File: src/rtl/sysconv_pkg.sv
package sysconv_pkg;

   // Result width that can hold NTAPS full-scale products without wrap.
   function automatic int acc_width(input int xw, input int ww, input int taps);
      return xw + ww + $clog2(taps);
   endfunction

   // Width of an index over n entries, at least one bit.
   function automatic int sel_width(input int n);
      return (n > 1) ? $clog2(n) : 1;
   endfunction

endpackage

File: src/rtl/sysconv_cell.sv
module sysconv_cell #(
   parameter int XW     = 16,
   parameter int WW     = 16,
   parameter int ACCW   = 34,
   parameter int NBANKS = 2,
   parameter int BANKW  = 1
) (
   input  logic                    clk,
   input  logic                    rst_n,
   input  logic signed [XW-1:0]    x_in,
   output logic signed [XW-1:0]    x_out,
   input  logic [BANKW-1:0]        bank_in,
   output logic [BANKW-1:0]        bank_out,
   input  logic signed [ACCW-1:0]  psum_in,
   output logic signed [ACCW-1:0]  psum_out,
   input  logic                    wr_en,
   input  logic [BANKW-1:0]        wr_bank,
   input  logic signed [WW-1:0]    wr_data
);
   localparam int PW = XW + WW;

   logic signed [XW-1:0]   x_d1, x_d2;
   logic signed [WW-1:0]   w_act;
   logic signed [PW-1:0]   prod_q;
   logic signed [PW-1:0]   prod_d;
   logic signed [ACCW-1:0] prod_ext;

   // Weight storage: a variant per bank count.
   generate
      if (NBANKS == 1) begin : g_single
         logic signed [WW-1:0] w_q;
         always_ff @(posedge clk) begin
            if (!rst_n)     w_q <= '0;
            else if (wr_en) w_q <= wr_data;
         end
         assign w_act = w_q;

         a_r5_weight_write: assert property (@(posedge clk) disable iff (!rst_n)
            wr_en |=> (w_act == $past(wr_data)));
      end else begin : g_banked
         logic signed [WW-1:0] w_q [NBANKS];
         for (genvar b = 0; b < NBANKS; b++) begin : g_bank
            always_ff @(posedge clk) begin
               if (!rst_n)
                  w_q[b] <= '0;
               else if (wr_en && (wr_bank == BANKW'(b)))
                  w_q[b] <= wr_data;
            end
         end
         assign w_act = (int'(bank_in) < NBANKS) ? w_q[bank_in] : '0;

         // a write is readable from the bank it targeted on the next cycle
         a_r5_weight_write: assert property (@(posedge clk) disable iff (!rst_n)
            (wr_en && (int'(wr_bank) < NBANKS)) |=> (w_q[$past(wr_bank)] == $past(wr_data)));
      end
   endgenerate

   assign prod_d   = $signed({{WW{x_in[XW-1]}}, x_in}) * $signed({{XW{w_act[WW-1]}}, w_act});
   assign prod_ext = {{(ACCW-PW){prod_q[PW-1]}}, prod_q};

   // Stage 1 multiplies, stage 2 accumulates; sample moves on through two registers.
   always_ff @(posedge clk) begin
      if (!rst_n) begin
         x_d1     <= '0;
         x_d2     <= '0;
         bank_out <= '0;
         prod_q   <= '0;
         psum_out <= '0;
      end else begin
         x_d1     <= x_in;
         x_d2     <= x_d1;
         bank_out <= bank_in;
         prod_q   <= prod_d;
         psum_out <= psum_in + prod_ext;
      end
   end

   assign x_out = x_d2;

   // the accumulate never wraps: operands of equal sign give a result of that sign
   a_r3_no_overflow: assert property (@(posedge clk) disable iff (!rst_n)
      1'b1 |=> !((!$past(psum_in[ACCW-1]) && !$past(prod_q[PW-1]) && psum_out[ACCW-1]) ||
                 ($past(psum_in[ACCW-1]) && $past(prod_q[PW-1]) && !psum_out[ACCW-1])));

endmodule

File: src/rtl/sysconv_vtrack.sv
module sysconv_vtrack #(
   parameter int NTAPS = 3
) (
   input  logic clk,
   input  logic rst_n,
   input  logic in_valid,
   output logic y_valid
);
   localparam int CW    = $clog2(NTAPS + 1);
   localparam int DEPTH = NTAPS + 1;
   localparam int AGEW  = $clog2(NTAPS + 2) + 1;

   logic [CW-1:0]    run_q;
   logic             ok_now;
   logic [DEPTH-1:0] vpipe;

   // run_q counts consecutive valid edges just before this one, saturating.
   assign ok_now = in_valid && (run_q >= CW'(NTAPS - 1));

   always_ff @(posedge clk) begin
      if (!rst_n) begin
         run_q <= '0;
         vpipe <= '0;
      end else begin
         if (!in_valid)                       run_q <= '0;
         else if (run_q != CW'(NTAPS - 1))    run_q <= run_q + 1'b1;
         vpipe <= {vpipe[DEPTH-2:0], ok_now};
      end
   end

   assign y_valid = vpipe[DEPTH-1];

   // Checker window: age since the last drop of in_valid.
   logic            prev_v;
   logic [AGEW-1:0] gap_age;
   always_ff @(posedge clk) begin
      if (!rst_n) begin
         prev_v  <= 1'b0;
         gap_age <= '0;
      end else begin
         prev_v <= in_valid;
         if (prev_v && !in_valid)               gap_age <= AGEW'(1);
         else if (gap_age == AGEW'(NTAPS + 1))  gap_age <= '0;
         else if (gap_age != '0)                gap_age <= gap_age + 1'b1;
      end
   end

   // the result whose newest slot was the invalid cycle must not be flagged valid
   a_r4_gap_invalid: assert property (@(posedge clk) disable iff (!rst_n)
      (gap_age == AGEW'(NTAPS + 1)) |-> !y_valid);

endmodule

File: src/rtl/sysconv_array.sv
module sysconv_array #(
   parameter int XW     = 16,
   parameter int WW     = 16,
   parameter int NTAPS  = 3,
   parameter int NBANKS = 2,
   parameter int ACCW   = sysconv_pkg::acc_width(XW, WW, NTAPS),
   parameter int BANKW  = sysconv_pkg::sel_width(NBANKS),
   parameter int TAPW   = sysconv_pkg::sel_width(NTAPS)
) (
   input  logic                   clk,
   input  logic                   rst_n,
   input  logic                   in_valid,
   input  logic signed [XW-1:0]   in_x,
   input  logic [BANKW-1:0]       bank_sel,
   input  logic                   wld_en,
   input  logic [TAPW-1:0]        wld_tap,
   input  logic [BANKW-1:0]       wld_bank,
   input  logic signed [WW-1:0]   wld_data,
   output logic                   y_valid,
   output logic signed [ACCW-1:0] y_out
);
   generate
      if (NTAPS < 2)                                       $error("NTAPS must be at least 2");
      if (NBANKS < 1)                                      $error("NBANKS must be at least 1");
      if (ACCW < sysconv_pkg::acc_width(XW, WW, NTAPS))    $error("ACCW too narrow for exact sums");
      if (BANKW != sysconv_pkg::sel_width(NBANKS))         $error("BANKW must match NBANKS");
      if (TAPW != sysconv_pkg::sel_width(NTAPS))           $error("TAPW must match NTAPS");
   endgenerate

   logic signed [XW-1:0]   x_link    [NTAPS+1];
   logic [BANKW-1:0]       bank_link [NTAPS+1];
   logic signed [ACCW-1:0] sum_link  [NTAPS+1];

   assign x_link[0]    = in_x;
   assign bank_link[0] = bank_sel;
   assign sum_link[0]  = '0;

   // Cell k holds tap NTAPS-1-k: the first cell sees the newest sample.
   generate
      for (genvar k = 0; k < NTAPS; k++) begin : g_cell
         localparam logic [TAPW-1:0] TAP_ID = TAPW'(NTAPS - 1 - k);
         logic wr_hit;
         assign wr_hit = wld_en && (wld_tap == TAP_ID);

         sysconv_cell #(
            .XW(XW), .WW(WW), .ACCW(ACCW), .NBANKS(NBANKS), .BANKW(BANKW)
         ) cell_i (
            .clk      (clk),
            .rst_n    (rst_n),
            .x_in     (x_link[k]),
            .x_out    (x_link[k+1]),
            .bank_in  (bank_link[k]),
            .bank_out (bank_link[k+1]),
            .psum_in  (sum_link[k]),
            .psum_out (sum_link[k+1]),
            .wr_en    (wr_hit),
            .wr_bank  (wld_bank),
            .wr_data  (wld_data)
         );
      end
   endgenerate

   assign y_out = sum_link[NTAPS];

   sysconv_vtrack #(.NTAPS(NTAPS)) vtrack_i (
      .clk      (clk),
      .rst_n    (rst_n),
      .in_valid (in_valid),
      .y_valid  (y_valid)
   );

   // leaving reset the output is idle and zero
   a_r1_reset_quiet: assert property (@(posedge clk) disable iff (!rst_n)
      $rose(rst_n) |-> (!y_valid && (y_out == '0)));

endmodule

File: config.mk
export PLATFORM = sky130hd
export DESIGN_NAME = sysconv_array
export DESIGN_NICKNAME = d
export VERILOG_FILES = /design/src/rtl/sysconv_pkg.sv /design/src/rtl/sysconv_cell.sv /design/src/rtl/sysconv_vtrack.sv /design/src/rtl/sysconv_array.sv
export SDC_FILE = /design/constraint.sdc
export NUM_CORES = 2
export LEC_CHECK = 0
export BUFFER_PORTS_ARGS = -buffer_cell sky130_fd_sc_hd__buf_2
export CAP_MARGIN = 20
export CORE_MARGIN = 8
export CORE_UTILIZATION = 35
export DETAILED_ROUTE_END_ITERATION = 7
export GPL_TIMING_DRIVEN = 1
export PLACE_DENSITY_LB_ADDON = 0.2
export SETUP_SLACK_MARGIN = 0.1
export SYNTH_ARGS = -nofsm -noshare
export SYNTH_HDL_FRONTEND = slang
export SYNTH_SLANG_ARGS = --single-unit
File: constraint.sdc
create_clock -name clk -period 12.6 [get_ports clk]
set_input_delay 3.78 -clock clk [delete_from_list [all_inputs] [get_ports clk]]
set_output_delay 3.78 -clock clk [all_outputs]
set_load 0.02 [all_outputs]
==> flow_metrics.py <==
metrics = {
    "run_status": {
        "status": "finished clean",
    },
    "global_route": {
        "grt_overflow": 0,
        "grt_pass1_wl_um": 175000,
        "grt_pass1_vias": 31231,
        "grt_usage_pct": 16.1,
        "antenna_found_initial": 5,
        "grt_max_degree": 67,
    },
    "job": {
        "drv_cap": 0,
    },
    "layout": {
        "drive_gt1_share_pct": 5.31,
        "fill_cells": 12482,
        "final_cell_mix": "inv_1 (868), fa_1 (788), and2_1 (419)",
        "fin_util_pct": 38.0,
        "seq_area_um2": 8250,
        "nets": 5596,
        "area_delta_synth_final_pct": 8.38,
        "layout_commonest_cell": "inv_1",
        "multiInputGateArea_um2": 31200,
    },
    "synthesis": {
        "async_flop_share_pct": 0,
        "synth-edff-count": 96,
        "yosysSeqAreaShare_pct": 19.1,
        "syn_nets": 5595,
        "syn_area_per_cell_um2": 9.70,
        "ys_ff_latch": 364,
        "yosysUniqueCellTypes": 71,
        "synth_top_area_cell": "fa_1",
        "synth_top_area_share_pct": 36.5,
        "synth_area_um2": 43200,
        "synth_area_leaders": "fa_1 (37%), dfxtp_1 (12%), ha_1 (9.0%), inv_1 (7.5%), edfxtp_1 (6.7%)",
        "synth_warnings": 0,
        "netlist_instances": 4455,
        "ys.flop_type": "dfxtp_1",
    },
    "clock_tree": {
        "ctsResizeCount": 0,
        "cts_root_buffer": "clkbuf_16",
        "cts.htree.levels": 2,
        "hold_buffers": 0,
        "clk_latency_ns": 0.60,
        "clk_pin_slew_ns": 0.06,
        "numCtsBuffers": 42,
        "cts_sinks": 364,
        "cts_tree": "done",
        "postCtsSetupBuffers": 0,
        "cts.path.max_buffers": 3,
    },
    "floorplan": {
        "die_w_um": 367,
        "start_util_pct": 35.1,
        "ios": 75,
        "die_area_um2": 135000,
        "coreArea_um2": 123000,
        "rows": 129,
        "fp.dieH_um": 367,
    },
    "pwr": {
        "ir_worst_vdd_mv": 0.415,
        "p_int_mw": 5.67,
        "pwr-share-comb_pct": 73.2,
        "power.switching_mw": 5.16,
        "p_clk_share_pct": 12.2,
        "pwr-share-seq_pct": 14.6,
        "p_sw_share_pct": 47.7,
        "power.density_nw_per_um2": 231,
        "p_leak_nw": 22.6,
    },
    "critical_path": {
        "cpPeakStageDelay_ns": 0.68,
        "critical_path.cell_chain": "buf_2, mux2_2, and2_1, fa_1, inv_1, fa_1, fa_1, inv_1, fa_1, fa_1, inv_1, fa_1, inv_1, ha_1, nand2_1, o21ai_1, nor4_1, o21bai_1, a221oi_1, o2111ai_1, a31oi_1, xnor2_1, and2_1",
        "r2r_cells": 22,
        "r2r-end": "g_cell[1].cell_i.prod_q[30]$_SDFF_PN0_",
        "cp.arrival_ns": 10.35,
        "cp_max_fo": 18,
        "cpMaxStageDelayCell": "a221oi_1",
        "critPathKind": "in2reg",
        "worstSetupEndpointType": "flop",
        "cp-start-kind": "input port",
        "crit_required_ns": 13.06,
        "worst-r2r-setup-slack_ns": 4.61,
        "cp_common_cell": "fa_1",
    },
    "timing": {
        "relSlewSlack_pct": 29.1,
        "rsz0062_at_grt": "no",
        "fmax_ghz": 0.101,
        "finClkSkew_ns": 0.0416,
        "drv_slew": 0,
        "worstMarginPinSlew_ns": 1.04,
        "period_share_pct": 78.5,
        "tns_ns": 0,
        "setup_viol": 0,
        "min_period_ns": 9.89,
        "hold_viol": 0,
    },
    "routing": {
        "drt-total-wl_um": 109000,
        "drc": 0,
        "viasPerCell": 4.67,
        "vias": 28573,
        "dr.pass1.iters": 5,
        "antenna_left": 0,
        "avgRoutedWirePerCell_um": 17.7,
        "detail_route.iter0.violations": 1280,
    },
    "worst_hold_path": {
        "min-delay-start": "g_cell[0].cell_i.x_d1[2]$_SDFF_PN0_",
        "whs_endpoint": "g_cell[0].cell_i.x_out[2]$_SDFF_PN0_",
        "hold_path_class": "reg2reg",
        "holdPathStages": 1,
    },
    "place": {
        "dp.final_hpwl_um": 88400,
        "gp_congestion": 0.833,
        "port_buffers": 74,
    },
}
[power by group through the flow]
| stage | clock network [mW] | logic (mW) | registers (mW) |
|---|---|---|---|
| finish | 1.32 | 7.93 | 1.58 |
| global placement | 0 | 7.90 | 1.61 |
| CTS | 1.37 | 8.00 | 1.59 |
| global route | 1.41 | 9.12 | 1.60 |
| detailed placement | 0 | 7.95 | 1.61 |
| floorplan | 0 | 6.15 | 1.58 |
[registers in the layout (all words and copies together), names as in the netlist, named ones only]
register and cells:
g_cell.cell_i.psum_out 99, g_cell.cell_i.g_banked.w_q 96, g_cell.cell_i.prod_q 96, g_cell.cell_i.x_d1 32, g_cell.cell_i.x_out 32, vtrack_i.vpipe 4, vtrack_i.run_q 2, g_cell.cell_i.bank_out 1
[critical path, delay by kind of cell]
family,cells,cell delay (ns)
fa+ha+maj,7,3.31
mux,1,0.54
simple gates,4,0.66
compound gates,5,1.38
buf+inv,5,0.57
xor+xnor,1,0.08
[worst max path at each step]
stage / cells after the start / end / start / slack, ns
after floorplan: 23 / g_cell[0].cell_i.prod_q[30]$_SDFF_PN0_ / bank_sel / 2.27
after global placement: 23 / g_cell[0].cell_i.prod_q[30]$_SDFF_PN0_ / bank_sel / 2.14
after detailed placement: 21 / g_cell[0].cell_i.prod_q[31]$_SDFF_PN0_ / bank_sel / 2.11
after CTS: 21 / g_cell[0].cell_i.prod_q[31]$_SDFF_PN0_ / bank_sel / 2.72
after global routing: 23 / g_cell[0].cell_i.prod_q[30]$_SDFF_PN0_ / bank_sel / 2.28
final: 23 / g_cell[0].cell_i.prod_q[30]$_SDFF_PN0_ / bank_sel / 2.71
[metal layers]
layer / track usage (%) / wire, um / part of all wire, %
met1: 23.7 / 54200 / 50
met2: 25.8 / 48200 / 44
met3: 1.80 / 4180 / 3.8
met4: 3.03 / 1920 / 1.8
met5: 0 / 0 / 0
[Yosys cell counts, types with 15 or more instances]
master	n
nor2_1	210
nand3_1	16
o21ai_0	57
or2_2	15
dfxtp_1	268
a211oi_1	15
nor2b_1	192
mux2_2	32
a21oi_1	123
xnor2_1	89
and2_1	419
mux2i_1	22
nand2_1	409
xor2_1	56
edfxtp_1	96
nand2b_1	56
nor3_1	31
o21a_1	26
ha_1	312
a21o_1	57
inv_1	869
fa_1	788
o21ai_1	19
clkbuf_1	139
[cell families (layout without fill, tap and decap cells)]
group / after synthesis / after routing / synth area share (%)
xor+xnor: 145 / 145 / 2.94
other cells: 0 / 1 / 0
buf+inv: 1010 / 1041 / 8.77
compound gates: 378 / 378 / 5.62
mux: 54 / 54 / 1.34
flops: 364 / 364 / 19.1
simple gates: 1404 / 1404 / 16.7
fa+ha+maj: 1100 / 1100 / 45.5
[stage by stage]
stage | cell area [um^2] | setup slack (ns) | hold slack (ns) | power [mW] | cells
after global placement | 45300 | 2.14 | 0.414 | 9.51 | 6048
after detailed placement | 45300 | 2.11 | 0.417 | 9.56 | 6049
after global routing | 46800 | 2.28 | 0.434 | 12.1 | 6123
after CTS | 46800 | 2.72 | 0.407 | 11.0 | 6123
after floorplan | 43200 | 2.27 | 0.406 | 7.74 | 4455
final | 46800 | 2.71 | 0.405 | 10.8 | 6124
[cell type report]
cell class / instances / share of cell area, %
Tap cell: 1637 / 4.37
Timing Repair Buffer: 98 / 1.19
Antenna cell: 1 / 0.00534
Multi-Input combinational cell: 3081 / 66.7
Inverter: 869 / 6.97
Clock buffer: 53 / 2.42
Sequential cell: 364 / 17.6
Clock inverter: 21 / 0.762
Note: power is estimated with default switching activity, not from simulation.
